==> src/rtl/alarm_pkg.sv <==
package alarm_pkg;
  localparam int unsigned DATA_W = 32;
  localparam int unsigned ADDR_W = 3;

  localparam logic [ADDR_W-1:0] ADDR_CTRL  = 3'd0;
  localparam logic [ADDR_W-1:0] ADDR_COUNT = 3'd1;
  localparam logic [ADDR_W-1:0] ADDR_START = 3'd2;
  localparam logic [ADDR_W-1:0] ADDR_LIMIT = 3'd3;
  localparam logic [ADDR_W-1:0] ADDR_SKIP  = 3'd4;

  typedef enum logic [1:0] {
    SRC_OFF = 2'd0,
    SRC_SYS = 2'd1,
    SRC_REF = 2'd2,
    SRC_RSV = 2'd3
  } src_e;
endpackage

==> src/rtl/alarm_prescaler.sv <==
module alarm_prescaler
  import alarm_pkg::*;
#(
  parameter int unsigned PSW = 3
) (
  input  logic           clk,
  input  logic           rst,
  input  src_e           src_i,
  input  logic [PSW-1:0] ps_i,
  input  logic           ref_pulse_i,
  input  logic           clr_i,
  output logic           tick_o
);
  localparam int unsigned DIVW = (1 << PSW) - 1;
  localparam logic [DIVW:0]   ONE_W = 1;
  localparam logic [DIVW-1:0] ONE_D = 1;

  logic [DIVW-1:0] pre_q;
  logic [DIVW:0]   mask_full;
  logic [DIVW-1:0] mask;
  logic            evt;

  always_comb begin
    unique case (src_i)
      SRC_SYS: evt = 1'b1;
      SRC_REF: evt = ref_pulse_i;
      default: evt = 1'b0;
    endcase
    mask_full = (ONE_W << ps_i) - ONE_W;
    mask      = mask_full[DIVW-1:0];
    tick_o    = evt && (pre_q >= mask);
  end

  always_ff @(posedge clk) begin
    if (rst || clr_i) begin
      pre_q <= '0;
    end else if (evt) begin
      pre_q <= tick_o ? '0 : pre_q + ONE_D;
    end
  end
endmodule

==> src/rtl/alarm_counter.sv <==
module alarm_counter #(
  parameter int unsigned CW = 16
) (
  input  logic          clk,
  input  logic          rst,
  input  logic          tick_i,
  input  logic          load_i,
  input  logic [CW-1:0] start_i,
  input  logic [CW-1:0] limit_i,
  output logic [CW-1:0] cnt_o,
  output logic          wrap_o
);
  localparam logic [CW-1:0] ONE_C = 1;

  logic [CW-1:0] cnt_q;
  logic          at_limit;

  assign at_limit = (cnt_q == limit_i);
  assign wrap_o   = tick_i && !load_i && at_limit;
  assign cnt_o    = cnt_q;

  always_ff @(posedge clk) begin
    if (rst) begin
      cnt_q <= '0;
    end else if (load_i) begin
      cnt_q <= start_i;
    end else if (tick_i) begin
      cnt_q <= at_limit ? start_i : cnt_q + ONE_C;
    end
  end
endmodule

==> src/rtl/alarm_flag.sv <==
module alarm_flag #(
  parameter int unsigned TW = 5
) (
  input  logic          clk,
  input  logic          rst,
  input  logic          wrap_i,
  input  logic [TW-1:0] thr_i,
  input  logic          rd_ctrl_i,
  input  logic          wr_ctrl_i,
  input  logic          wr_flag_i,
  input  logic          en_i,
  output logic          flag_o,
  output logic          irq_o
);
  localparam logic [TW-1:0] ONE_T = 1;

  logic [TW-1:0] skip_q;
  logic          flag_q;
  logic          armed_q;
  logic          irq_q;
  logic          hit;
  logic          clr_ok;

  assign hit    = wrap_i && (skip_q >= thr_i);
  assign clr_ok = wr_ctrl_i && armed_q && !wr_flag_i && !wrap_i;

  always_ff @(posedge clk) begin
    if (rst) begin
      skip_q  <= '0;
      flag_q  <= 1'b0;
      armed_q <= 1'b0;
      irq_q   <= 1'b0;
    end else begin
      if (wrap_i) skip_q <= hit ? '0 : skip_q + ONE_T;
      if (hit)         flag_q <= 1'b1;
      else if (clr_ok) flag_q <= 1'b0;
      if (wr_ctrl_i)                  armed_q <= 1'b0;
      else if (rd_ctrl_i && flag_q)   armed_q <= 1'b1;
      irq_q <= flag_q && en_i;
    end
  end

  assign flag_o = flag_q;
  assign irq_o  = irq_q;
endmodule

==> src/rtl/alarm_timer.sv <==
module alarm_timer
  import alarm_pkg::*;
#(
  parameter int unsigned CW  = 16,
  parameter int unsigned PSW = 3,
  parameter int unsigned TW  = 5
) (
  input  logic                clk,
  input  logic                rst,
  input  logic                ref_pulse,
  input  logic [ADDR_W-1:0]   bus_addr,
  input  logic                bus_wr,
  input  logic                bus_rd,
  input  logic [DATA_W-1:0]   bus_wdata,
  output logic [DATA_W-1:0]   bus_rdata,
  output logic                irq
);
  localparam int unsigned PS_LSB   = 2;
  localparam int unsigned EN_BIT   = PS_LSB + PSW + 1;
  localparam int unsigned FLAG_BIT = EN_BIT + 1;

  src_e             src_q;
  logic [PSW-1:0]   ps_q;
  logic             en_q;
  logic [CW-1:0]    start_q;
  logic [CW-1:0]    limit_q;
  logic [TW-1:0]    thr_q;
  logic [CW-1:0]    cnt_q;
  logic [DATA_W-1:0] rdata_q;
  logic [DATA_W-1:0] ctrl_word;
  logic             tick;
  logic             wrap;
  logic             flag_q;
  logic             wr_ctrl;
  logic             wr_count;
  logic             rd_ctrl;
  logic             pre_clr;

  assign wr_ctrl  = bus_wr && (bus_addr == ADDR_CTRL);
  assign wr_count = bus_wr && (bus_addr == ADDR_COUNT);
  assign rd_ctrl  = bus_rd && (bus_addr == ADDR_CTRL);
  assign pre_clr  = wr_ctrl && (bus_wdata[1:0] == SRC_OFF);

  always_ff @(posedge clk) begin
    if (rst) begin
      src_q   <= SRC_OFF;
      ps_q    <= '0;
      en_q    <= 1'b0;
      start_q <= '0;
      limit_q <= '1;
      thr_q   <= '0;
    end else if (bus_wr) begin
      unique case (bus_addr)
        ADDR_CTRL: begin
          src_q <= src_e'(bus_wdata[1:0]);
          ps_q  <= bus_wdata[PS_LSB +: PSW];
          en_q  <= bus_wdata[EN_BIT];
        end
        ADDR_START: start_q <= bus_wdata[CW-1:0];
        ADDR_LIMIT: limit_q <= bus_wdata[CW-1:0];
        ADDR_SKIP:  thr_q   <= bus_wdata[TW-1:0];
        default: ;
      endcase
    end
  end

  alarm_prescaler #(.PSW(PSW)) u_pre (
    .clk        (clk),
    .rst        (rst),
    .src_i      (src_q),
    .ps_i       (ps_q),
    .ref_pulse_i(ref_pulse),
    .clr_i      (pre_clr),
    .tick_o     (tick)
  );

  alarm_counter #(.CW(CW)) u_cnt (
    .clk    (clk),
    .rst    (rst),
    .tick_i (tick),
    .load_i (wr_count),
    .start_i(start_q),
    .limit_i(limit_q),
    .cnt_o  (cnt_q),
    .wrap_o (wrap)
  );

  alarm_flag #(.TW(TW)) u_flag (
    .clk      (clk),
    .rst      (rst),
    .wrap_i   (wrap),
    .thr_i    (thr_q),
    .rd_ctrl_i(rd_ctrl),
    .wr_ctrl_i(wr_ctrl),
    .wr_flag_i(bus_wdata[FLAG_BIT]),
    .en_i     (en_q),
    .flag_o   (flag_q),
    .irq_o    (irq)
  );

  always_comb begin
    ctrl_word                    = '0;
    ctrl_word[1:0]               = src_q;
    ctrl_word[PS_LSB +: PSW]     = ps_q;
    ctrl_word[EN_BIT]            = en_q;
    ctrl_word[FLAG_BIT]          = flag_q;
  end

  always_ff @(posedge clk) begin
    if (rst) begin
      rdata_q <= '0;
    end else if (bus_rd) begin
      unique case (bus_addr)
        ADDR_CTRL:  rdata_q <= ctrl_word;
        ADDR_COUNT: rdata_q <= DATA_W'(cnt_q);
        ADDR_START: rdata_q <= DATA_W'(start_q);
        ADDR_LIMIT: rdata_q <= DATA_W'(limit_q);
        ADDR_SKIP:  rdata_q <= DATA_W'(thr_q);
        default:    rdata_q <= '0;
      endcase
    end
  end

  assign bus_rdata = rdata_q;
endmodule

==> config.mk <==
export PLATFORM = sky130hd
export DESIGN_NAME = alarm_timer
export DESIGN_NICKNAME = d
export VERILOG_FILES = /design/src/rtl/alarm_pkg.sv /design/src/rtl/alarm_prescaler.sv /design/src/rtl/alarm_counter.sv /design/src/rtl/alarm_flag.sv /design/src/rtl/alarm_timer.sv
export SDC_FILE = /design/constraint.sdc
export NUM_CORES = 1
export LEC_CHECK = 0
export BUFFER_PORTS_ARGS = -buffer_cell sky130_fd_sc_hd__buf_2
export CELL_PAD_IN_SITES_DETAIL_PLACEMENT = 1
export CELL_PAD_IN_SITES_GLOBAL_PLACEMENT = 1
export CORE_MARGIN = 8
export CORE_UTILIZATION = 35
export DETAILED_ROUTE_END_ITERATION = 10
export GPL_ROUTABILITY_DRIVEN = 0
export PLACE_DENSITY = 0.74
export SKIP_LAST_GASP = 1
export SLEW_MARGIN = 20
export SYNTH_ARGS = -nofsm -noshare
export SYNTH_HDL_FRONTEND = slang
export SYNTH_SLANG_ARGS = --single-unit
==> constraint.sdc <==
create_clock -name clk -period 2.5 [get_ports clk]
set_input_delay 0.5 -clock clk [delete_from_list [all_inputs] [get_ports clk]]
set_output_delay 0.5 -clock clk [all_outputs]
set_load 0.02 [all_outputs]
==> flow_summary.yaml <==
status:
  status: "complete, no violations"
global_routing:
  antenna_found_initial: 0
  grt_overflow: 0
  grt_max_degree: 44
  grt_pass1_wl_um: 25280
  first_global_vias: 4792
  grt_usage_pct: 17.33
timing:
  slew_headroom_pct: 32.13
  drv_slew: 0
  worst_pin_slew_ns: 1.002
  skew_ns: 0.003960
  max_freq_mhz: 417.8
  fin_crit_sh_pct: 95.75
  rsz0062_at_grt: "yes"
  setup_violations: 0
  final-hold-violation-count: 0
  fin_crit_ns: 2.394
logic_synthesis:
  synth_cell_type_count: 51
  synth.top_cell.area_share_pct: 36.37
  synth-edff-count: 0
  ys.flop_type: "dfxtp_1"
  synth_warnings: 0
  synth_top_area_cell: "dfxtp_1"
  synthArstFlopShare_pct: 0
  yosys-top-cells-area: "dfxtp_1 36%, nand2_1 7.1%, nand4_1 5.8%"
  synthCells: 627
  syn_area_per_cell_um2: 7.900
  syn_area_um2: 4954
  synth.ff_latch_count: 90
  yosysSeqAreaShare_pct: 36.37
route:
  drt_wl_total_um: 15580
  ant_nets: 0
  dr_total_vias: 4663
  dr.pass1.iters: 4
  via_per_inst: 5.473
  wl_per_cell_um: 18.28
  drt_iter0_markers: 316
  route.detailed.drc: 0
final_layout:
  final_util_pct: 41.36
  synthToLayoutAreaGrowth_pct: 15.91
  final_cells: 852
  final_nets: 725
  final_cell_mix: "94 x nand2_1, 90 x dfxtp_1, 51 x a21oi_1"
  drive_above_1_share_pct: 17.56
  antenna_cells: 0
  final_common_cell: "nand2_1"
cts:
  cts_tree: "yes"
  path_clk_slew_ns: 0.06
  numCtsBuffers: 9
  cts_hold_buf: 0
  cts-htree-levels: 3
  root_buffer: "clkbuf_16"
  clock-sinks: 90
  insertion_delay_ns: 0.35
  clk_path_buf_depth: 2
floorplan:
  initial_core_util_pct: 35.69
  ios: 73
  rows: 43
  dieArea_um2: 18220
  fp.dieH_um: 135.0
  core_um2: 13880
  fp.dieW_um: 135.0
setup_path:
  worstSetupPathType: "register to register"
  crit_arrival_ns: 2.67
  critPathRequiredTime_ns: 2.77
  crit_fanout: 7
  cp-start-kind: "register"
  reg2reg_setup_slack_ns: 0.11
  crit_path_end_kind: "register"
power_and_ir_drop:
  clkPwrFrac_pct: 43.6
  p_int_mw: 2.439
  leakage_nw: 2.267
  peakVddDrop_uv: 300.7
  p_seq_share_pct: 45.8
  power_mw: 3.256
  switching_power_uw: 816.7
  combinationalPowerShare_pct: 10.5
  powerDensity_nw_per_um2: 567.0
  sw_frac_of_total_pct: 25.08
worst_hold_path:
  hold_path.class: "input port to register"
place:
  portBuffers: 40
  dpl.hpwl_um: 11300
  numPlacedInstances: 835
job:
  maxCapViolations: 0
## metrics by stage
step            TNS (ns)  cell area (µm²)  setup slack, ns  hold WS, ns
5_1_grt        -0.005585             5742        -0.005585       0.3843
3_5_place_dp           0             5419          0.01178       0.4684
6_report               0             5742           0.1064       0.3829
2_1_floorplan          0             5010          0.07844       0.4421
4_1_cts                0             5739          0.01940       0.3752
3_3_place_gp           0             5419          0.08846       0.4606
## power by group through the flow
stage / Combinational (mW) / Sequential, mW / Clock, mW
6_report: 0.343 / 1.49 / 1.42
5_1_grt: 0.371 / 1.50 / 1.50
4_1_cts: 0.341 / 1.49 / 1.43
3_5_place_dp: 0.336 / 1.52 / 0
3_3_place_gp: 0.327 / 1.52 / 0
2_1_floorplan: 0.227 / 1.52 / 0
## final cells by class
cell class	count	area, µm²
Sequential cell	90	1802
Clock buffer	13	270.3
Clock inverter	2	35.03
Multi-Input combinational cell	472	2820
Inverter	13	48.80
Timing Repair Buffer	82	540.5
Fill cell	1714	8139
Tap cell	180	225.2
## worst max-delay path, cell delays in order, from the launching register on
cell,delay (ns)
dfxtp_1,0.31
buf_4,0.16
a21oi_1,0.15
ha_1,0.26
a211o_1,0.30
a31oi_1,0.14
o21ai_1,0.11
buf_4,0.16
a21oi_1,0.17
buf_4,0.17
buf_4,0.13
o21ai_0,0.10
o211ai_1,0.16
## metal layers
layer,up-vias,GRT usage (%),part of all wire [%],routed length (µm)
met2,106,28.34,48,7431
li1,2256,-,-,-
met4,0,6.292,1.9,295
met3,20,2.526,4.1,635
met1,2281,22.65,46,7212
met5,-,0,0,0
## synthesized netlist by cell type (all sizes together), types with 2 or more instances
master	number
xnor2	17
or3	8
a21oi	51
or4b	2
a22oi	10
and2	4
buf	26
mux2i	5
o21ai	10
nor3	8
mux4	2
o2111ai	3
nand2	94
nand2b	2
nor2b	24
a21o	2
ha	17
nor2	37
nand4	46
nor4	3
inv	13
dfxtp	90
or2	4
xor2	3
o22ai	5
a31oi	3
nor3b	4
clkbuf	41
a22o	9
and3	6
nand3	48
mux2	14
or4	4
nand4b	2
## flip-flops by register name, indices dropped and copies added, names as in the netlist
signal and flops:
bus_rdata 16, limit_q 16, start_q 16, u_cnt.cnt_o 16, u_pre.pre_q 7, thr_q 5
u_flag.skip_q 5, ps_q 3, src_q 2, en_q 1, u_flag.armed_q 1, u_flag.flag_o 1
u_flag.irq_o 1
## timing repair
| action | CTS | global route |
|---|---|---|
| buffers inserted | 2 | 0 |
| resized for setup | 0 | 2 |
| endpoints found under the setup margin | 1 | 15 |
## cell families (layout without fill, tap and decap cells)
kind of cell	Yosys count	count (layout)	share of synthesized area, %
adder cells (fa/ha/maj)	17	17	4.294
flip-flops	90	90	36.37
buffers and inverters	80	110	7.881
AO/OA/AOI/OAI	102	102	12.58
other	1	16	0.07570
multiplexers	21	21	5.102
XOR/XNOR	20	20	3.536
AND/OR/NAND/NOR	296	296	30.16
## final timing paths
kind              cells past startpoint           from        endpoint
setup / recovery                     12        ps_q[1]  u_cnt.cnt_o[7]
hold / removal                        3  bus_wdata[13]     limit_q[13]
setup reg to reg                     12        ps_q[1]  u_cnt.cnt_o[7]
hold reg to reg                       2    start_q[11]     start_q[11]
No activity file was read; power rests on OpenSTA's default activity.
